File: src/rtl/rxd_pkg.sv
package rxd_pkg;
  localparam int STW = 4;

  typedef enum logic [3:0] {
    S_IDLE, S_RD_CTL, S_WT_CTL, S_RD_ADDR, S_WT_ADDR,
    S_FILL, S_WB_FIELDS, S_WB_OWN, S_DROP
  } rxd_state_e;

  // control word: own[31] last[30] status[29:26] used[25:16] length[15:0]
  function automatic logic [31:0] ctl_pack(logic own, logic last, logic [STW-1:0] st,
                                           logic [9:0] used, logic [15:0] len);
    return {own, last, st, used, len};
  endfunction

  function automatic logic [31:0] lane_put(logic [31:0] acc, logic [1:0] lane, logic [7:0] b);
    logic [31:0] r;
    r = acc;
    r[lane*8 +: 8] = b;
    return r;
  endfunction
endpackage

File: src/rtl/rxd_ring_ptr.sv
module rxd_ring_ptr #(
  parameter int MAX_DESC = 64
) (
  input  logic                          clk,
  input  logic                          rst_n,
  input  logic [$clog2(MAX_DESC+1)-1:0] ring_size,
  input  logic                          advance,
  output logic [$clog2(MAX_DESC)-1:0]   idx
);
  localparam int SW = $clog2(MAX_DESC+1);

  logic [SW-1:0] nxt;
  logic          wrap;
  assign nxt  = SW'(idx) + SW'(1);
  assign wrap = nxt >= ring_size;

  always_ff @(posedge clk) begin
    if (!rst_n)       idx <= '0;
    else if (advance) idx <= wrap ? '0 : idx + 1'b1;
  end

  a_r10_idx_in_ring: assert property (@(posedge clk) disable iff (!rst_n)
    (ring_size != 0) |-> (SW'(idx) < ring_size));
  a_r10_wrap_to_zero: assert property (@(posedge clk) disable iff (!rst_n)
    (advance && (SW'(idx) == ring_size - SW'(1))) |=> (idx == '0));
endmodule

File: src/rtl/rxd_byte_packer.sv
module rxd_byte_packer #(
  parameter int BUF_BYTES = 512
) (
  input  logic                               clk,
  input  logic                               rst_n,
  input  logic                               clear,
  input  logic                               push,
  input  logic                               flush,
  input  logic [7:0]                         byte_in,
  output logic [31:0]                        wdata,
  output logic [$clog2(BUF_BYTES/4)-1:0]     word_ix,
  output logic [$clog2(BUF_BYTES+1)-1:0]     count,
  output logic                               lane_end,
  output logic                               fill_end
);
  localparam int BCW = $clog2(BUF_BYTES+1);
  localparam int WIX = $clog2(BUF_BYTES/4);

  logic [31:0] acc;

  assign wdata    = rxd_pkg::lane_put(acc, count[1:0], byte_in);
  assign word_ix  = WIX'(count >> 2);
  assign lane_end = (count[1:0] == 2'd3);
  assign fill_end = (count == BCW'(BUF_BYTES - 1));

  always_ff @(posedge clk) begin
    if (!rst_n || clear) begin
      acc   <= '0;
      count <= '0;
    end else if (push) begin
      acc   <= flush ? '0 : wdata;
      count <= count + 1'b1;
    end
  end

  a_r5_count_bound: assert property (@(posedge clk) disable iff (!rst_n)
    count <= BCW'(BUF_BYTES));
  a_r4_lanes_cleared: assert property (@(posedge clk) disable iff (!rst_n)
    (push && flush && !clear) |=> (acc == '0));
endmodule

File: src/rtl/rxd_ring_dma.sv
module rxd_ring_dma #(
  parameter int AW        = 16,
  parameter int MAX_DESC  = 64,
  parameter int BUF_BYTES = 512,
  parameter int CW        = 16
) (
  input  logic                          clk,
  input  logic                          rst_n,
  input  logic [AW-1:0]                 cfg_ring_base,
  input  logic [$clog2(MAX_DESC+1)-1:0] cfg_ring_size,
  input  logic                          rx_valid,
  output logic                          rx_ready,
  input  logic [7:0]                    rx_data,
  input  logic                          rx_last,
  input  logic [3:0]                    rx_status,
  output logic                          mem_req,
  output logic                          mem_we,
  output logic [AW-1:0]                 mem_addr,
  output logic [31:0]                   mem_wdata,
  input  logic                          mem_rvalid,
  input  logic [31:0]                   mem_rdata,
  output logic [CW-1:0]                 drop_count
);
  import rxd_pkg::*;
  localparam int IW  = $clog2(MAX_DESC);
  localparam int BCW = $clog2(BUF_BYTES+1);
  localparam int WIX = $clog2(BUF_BYTES/4);

  rxd_state_e    st;
  logic [IW-1:0] idx;
  logic [AW-1:0] buf_base, desc_addr, ctl_addr;
  logic [15:0]   flen;
  logic          last_q;
  logic [3:0]    stat_q;

  logic            accept, fill_push, flush, buf_done, advance, pk_clear;
  logic [31:0]     pk_wdata, wb_word;
  logic [WIX-1:0]  pk_word_ix;
  logic [BCW-1:0]  pk_count;
  logic            pk_lane_end, pk_fill_end;
  logic            rd_unused;

  assign rd_unused = &{1'b0, mem_rdata[30:AW]};

  assign rx_ready  = (st == S_FILL) || (st == S_DROP);
  assign accept    = rx_valid && rx_ready;
  assign fill_push = accept && (st == S_FILL);
  assign buf_done  = fill_push && (rx_last || pk_fill_end);
  assign flush     = fill_push && (pk_lane_end || rx_last || pk_fill_end);
  assign advance   = (st == S_WB_OWN);
  assign pk_clear  = (st == S_WT_ADDR) && mem_rvalid;

  assign desc_addr = cfg_ring_base + AW'({idx, 1'b0});
  assign ctl_addr  = desc_addr + AW'(1);
  assign wb_word   = ctl_pack(st == S_WB_FIELDS, last_q, last_q ? stat_q : 4'd0,
                              10'(pk_count), last_q ? flen : 16'd0);

  rxd_ring_ptr #(.MAX_DESC(MAX_DESC)) u_ptr (
    .clk(clk), .rst_n(rst_n), .ring_size(cfg_ring_size), .advance(advance), .idx(idx)
  );

  rxd_byte_packer #(.BUF_BYTES(BUF_BYTES)) u_pack (
    .clk(clk), .rst_n(rst_n), .clear(pk_clear), .push(fill_push), .flush(flush),
    .byte_in(rx_data), .wdata(pk_wdata), .word_ix(pk_word_ix), .count(pk_count),
    .lane_end(pk_lane_end), .fill_end(pk_fill_end)
  );

  always_comb begin
    mem_req   = 1'b0;
    mem_we    = 1'b0;
    mem_addr  = ctl_addr;
    mem_wdata = wb_word;
    unique case (st)
      S_RD_CTL:    mem_req = 1'b1;
      S_RD_ADDR:   begin mem_req = 1'b1; mem_addr = desc_addr; end
      S_FILL:      begin
        mem_req   = flush;
        mem_we    = 1'b1;
        mem_addr  = buf_base + AW'(pk_word_ix);
        mem_wdata = pk_wdata;
      end
      S_WB_FIELDS, S_WB_OWN: begin mem_req = 1'b1; mem_we = 1'b1; end
      default: ;
    endcase
  end

  always_ff @(posedge clk) begin
    if (!rst_n) begin
      st         <= S_IDLE;
      buf_base   <= '0;
      flen       <= '0;
      last_q     <= 1'b0;
      stat_q     <= '0;
      drop_count <= '0;
    end else begin
      if (fill_push) flen <= flen + 16'd1;
      unique case (st)
        S_IDLE:    if (rx_valid) begin flen <= '0; st <= S_RD_CTL; end
        S_RD_CTL:  st <= S_WT_CTL;
        S_WT_CTL:  if (mem_rvalid) begin
          if (mem_rdata[31]) st <= S_RD_ADDR;
          else begin drop_count <= drop_count + 1'b1; st <= S_DROP; end
        end
        S_RD_ADDR: st <= S_WT_ADDR;
        S_WT_ADDR: if (mem_rvalid) begin buf_base <= mem_rdata[AW-1:0]; st <= S_FILL; end
        S_FILL:    if (buf_done) begin
          last_q <= rx_last;
          stat_q <= rx_status;
          st     <= S_WB_FIELDS;
        end
        S_WB_FIELDS: st <= S_WB_OWN;
        S_WB_OWN:    st <= last_q ? S_IDLE : S_RD_CTL;
        S_DROP:      if (accept && rx_last) st <= S_IDLE;
        default:     st <= S_IDLE;
      endcase
    end
  end

  // named events for the checks below
  logic release_wr, fields_wr, data_wr;
  assign release_wr = mem_req && mem_we && (st == S_WB_OWN);
  assign fields_wr  = mem_req && mem_we && (st == S_WB_FIELDS);
  assign data_wr    = mem_req && mem_we && (st == S_FILL);

  a_r9_fields_before_release: assert property (@(posedge clk) disable iff (!rst_n)
    release_wr |-> ($past(fields_wr) && $past(mem_wdata[31]) && !mem_wdata[31] &&
                    mem_addr == $past(mem_addr) && mem_wdata[30:0] == $past(mem_wdata[30:0])));
  a_r3_no_write_while_dropping: assert property (@(posedge clk) disable iff (!rst_n)
    (st == S_DROP) |-> !mem_req);
  a_r7_nonlast_full: assert property (@(posedge clk) disable iff (!rst_n)
    (fields_wr && !mem_wdata[30]) |-> (mem_wdata[25:16] == 10'(BUF_BYTES)));
  a_r8_used_nonzero: assert property (@(posedge clk) disable iff (!rst_n)
    fields_wr |-> (mem_wdata[25:16] != 10'd0 && mem_wdata[25:16] <= 10'(BUF_BYTES)));
  a_r11_drop_step: assert property (@(posedge clk) disable iff (!rst_n)
    (drop_count == $past(drop_count)) || (drop_count == $past(drop_count) + 1'b1));
  a_r4_data_only_on_accept: assert property (@(posedge clk) disable iff (!rst_n)
    data_wr |-> accept);
endmodule

File: config.mk
export PLATFORM = sky130hd
export DESIGN_NAME = rxd_ring_dma
export DESIGN_NICKNAME = d
export VERILOG_FILES = /design/src/rtl/rxd_pkg.sv /design/src/rtl/rxd_ring_ptr.sv /design/src/rtl/rxd_byte_packer.sv /design/src/rtl/rxd_ring_dma.sv
export SDC_FILE = /design/constraint.sdc
export NUM_CORES = 1
export LEC_CHECK = 0
export ABC_AREA = 0
export ABC_CLOCK_PERIOD_IN_PS = 9690
export BUFFER_PORTS_ARGS = -buffer_cell sky130_fd_sc_hd__buf_4
export CAP_MARGIN = 20
export CORE_UTILIZATION = 61
export CTS_CLUSTER_SIZE = 28
export DETAILED_ROUTE_END_ITERATION = 10
export PLACE_DENSITY = 0.84
export REMOVE_ABC_BUFFERS = 1
export SLEW_MARGIN = 10
export SYNTH_ARGS = -nofsm -noshare
export SYNTH_HDL_FRONTEND = slang
export SYNTH_HIERARCHICAL = 1
export SYNTH_SLANG_ARGS = --single-unit
File: constraint.sdc
create_clock -name clk -period 9.69 [get_ports clk]
set_input_delay 1.4535 -clock clk [delete_from_list [all_inputs] [get_ports clk]]
set_output_delay 1.4535 -clock clk [all_outputs]
set_load 0.1 [all_outputs]
==> results.toml <==
[global_route]
first_global_vias = 6278
grt_overflow = 0
grt_most_used_layer = "met2"
grt.met1_usage_pct = 40.5
globalRouteTotalUtil_pct = 30.5
grt_max_degree = 53
grt_use_met2_pct = 50.4
initial_antenna_violation_count = 0
grt.met3_usage_pct = 5.00
grt_pass1_wl_mm = 29.1

[route]
vias = 7238
detail_route.drc_violations = 0
routed_wire_length_per_instance_um = 15.7
finalWirelength_mm = 18.7
drt.antenna.violating_nets = 0
drt_first_iter_violations = 588
route.detailed.vias_per_inst = 6.09
dr.pass1.iters = 5

[synth]
ys.flop_type = "dfxtp_1"
synth.lib_cells_used.distinct = 77
syn-mean-instance-area_sq_um = 7.46
post_synth_inst_count = 961
ys_ff_latch = 105
post-synth-top-area-cell = "dfxtp_1"
number_of_synthesized_flops_with_an_enable_pin = 0
post-synth-top-area-fraction_pct = 29.3
synth.yosys.warnings = 6
async_flop_share_pct = 0
synth.top_cells.by_area = "dfxtp_1 29%, nand2_1 9.6%, ha_1 5.2%, nor2_1 4.6%, o21ai_0 3.9%"
post_synth_instance_area_sq_um = 7160
synth_sequential_area_ratio_pct = 29.3

[timing]
final.min_clock_period_ps = 6060
setup_viol = 0
hold_viol = 0
fin_tns_setup_ps = 0
clock-skew-final_ps = 6.96
fmax_mhz = 165
slew_violations = 0
timing.hold.ws_ps = 454
rsz0062_at_grt = "no"
timing_worst_slew_pin_value_ps = 954
final.period_utilization_pct = 62.6
min_setup_slack_post_route_ps = 3630
timing.max_slew.rel_slack_pct = 36.3

[power]
vdd_ir_drop_max_uv = 121
powerDensity_nw_per_um2 = 130
pwr-share-seq_pct = 41.9
power_switching_mw = 0.355
clkPwrFrac_pct = 34.8
design_power_total_mw = 1.08
internal_power_mw = 0.727
cellLeakagePower_nw = 3.36
power_switching_share_pct = 32.8
share_comb_of_total_power_pct = 23.2

[floorplan]
core_region_area_sq_um = 11400
floorplan.io_pins = 139
rows = 39
floorplan.die_area_sq_um = 12200
die_width_um = 110
effective_utilization_at_floorplan_pct = 62.7
fp.dieH_um = 110

[setup_path]
arrival_ps = 4610
startpoint_type = "input port"
worstSetupEndpointType = "output port"
cp_data_required_time_ps = 8240
crit_fanout = 4
worst_path_class_setup = "input port to output port"

[clocking]
cts_buffers = 9
insertion_delay_ps = 350
postCtsSetupBuffers = 0
htreeDepth = 3
clk_root_buffer_cell = "clkbuf_16"
clkTransAtPathRegs_ps = 70
postCtsHoldBufs = 0
clkSinkCount = 105
clk_path_buf_depth = 2
post_cts_resize_count = 0
tritoncts_clock_tree = "yes"

[placed_design]
pre_cts_ws_ps = 3660
routability_congestion_estimate_from_global_placement = 0.874
io_buffers = 123
place.detailed.hpwl_mm = 13.5

[final_layout]
utilization_pct = 72.7
finalNetCount = 1145
final_layout_size_suffix_gt1_share_pct = 15.4
area_growth_syn_to_layout_pct = 15.9
antennaDiodeCount = 0

[worst_hold_path]
min-delay-path-class = "flip-flop to flip-flop"

[run_status]
run_status = "completed"

[job]
maxCapViolCount = 0
[worst max-delay path: stages]
cell,delay (ps)
buf_4,110
ha_1,230
fa_1,420
a21o_2,250
a311o_1,400
or4b_1,520
o211a_2,160
nor4b_1,410
mux2i_1,250
o211ai_1,120
buf_4,280
[synth_stat cells, types with 16 or more instances]
cell / number
ha_1: 30
nand2_1: 184
nor2_1: 88
dfxtp_1: 105
and3_1: 17
a22o_1: 16
xor2_1: 31
xnor2_1: 24
o21ai_0: 56
nand3_1: 39
nand4_1: 21
clkbuf_1: 27
a32oi_1: 24
a21oi_1: 53
inv_1: 36
[metrics by stage]
| step | std cells | instance area (sq um) |
|---|---|---|
| after global placement | 1172 | 7990 |
| final | 1188 | 8300 |
| after CTS | 1187 | 8300 |
| after global routing | 1188 | 8300 |
| after floorplan | 901 | 6840 |
| after detailed placement | 1172 | 7990 |
[power by group through the flow]
stage               sequential, mW  clock [mW]  combinational (mW)
finish                       0.454       0.377               0.252
global placement             0.464           0               0.245
detailed placement           0.464           0               0.248
global route                 0.456       0.399               0.272
floorplan                    0.462           0               0.174
CTS                          0.454       0.383               0.249
[cell usage in the layout, fill, tap and decap left out, drive strengths merged, types with 6 or more instances in the layout]
| cell type | instances |
|---|---|
| nor3 | 13 |
| nor2 | 89 |
| nand2b | 6 |
| or3 | 9 |
| nand2 | 184 |
| clkbuf | 12 |
| ha | 30 |
| o21ai | 64 |
| a21oi | 54 |
| nor2b | 10 |
| inv | 37 |
| a32oi | 24 |
| dfxtp | 105 |
| nor4 | 6 |
| a22o | 16 |
| nand3 | 40 |
| nand4 | 22 |
| and3 | 18 |
| buf | 128 |
| o2bb2ai | 8 |
| mux2i | 14 |
| xnor2 | 24 |
| xor2 | 32 |
| and2 | 6 |
| a21boi | 6 |
[layout make-up]
cell class | count | area, sq um
Sequential cell | 105 | 2100
Clock inverter | 4 | 52.6
Inverter | 39 | 146
Clock buffer | 11 | 253
Multi-Input combinational cell | 757 | 4600
Fill cell | 973 | 3120
Timing Repair Buffer | 129 | 966
Tap cell | 143 | 179
[cells by family after synthesis]
| logic type | synth area share (%) |
|---|---|
| AND/OR/NAND/NOR | 28.5 |
| XOR/XNOR | 6.95 |
| adder cells (fa/ha/maj) | 5.80 |
| flip-flops | 29.3 |
| AO/OA/AOI/OAI | 20.5 |
| buffers and inverters | 6.64 |
| multiplexers | 2.27 |
[per-layer routing]
layer  wire [um]  up-vias
li1            -     3543
met1        8170     3374
met2        8730      289
met3        1380       32
met4         375        0
met5           0        -
[worst paths after layout]
path                                       to                  startpoint  slack, ps  cells after the start
setup / recovery                 mem_addr[15]            cfg_ring_base[1]       3630                     11
hold / removal     u_pack/acc[8]$_SDFFE_PP0P_  u_pack/acc[8]$_SDFFE_PP0P_        450                      2
setup reg to reg  u_pack/acc[17]$_SDFFE_PP0P_          st[2]$_SDFFE_PN0P_       6220                      7
hold reg to reg    u_pack/acc[8]$_SDFFE_PP0P_  u_pack/acc[8]$_SDFFE_PP0P_        450                      2
Note: power is estimated with default switching activity, not from simulation.
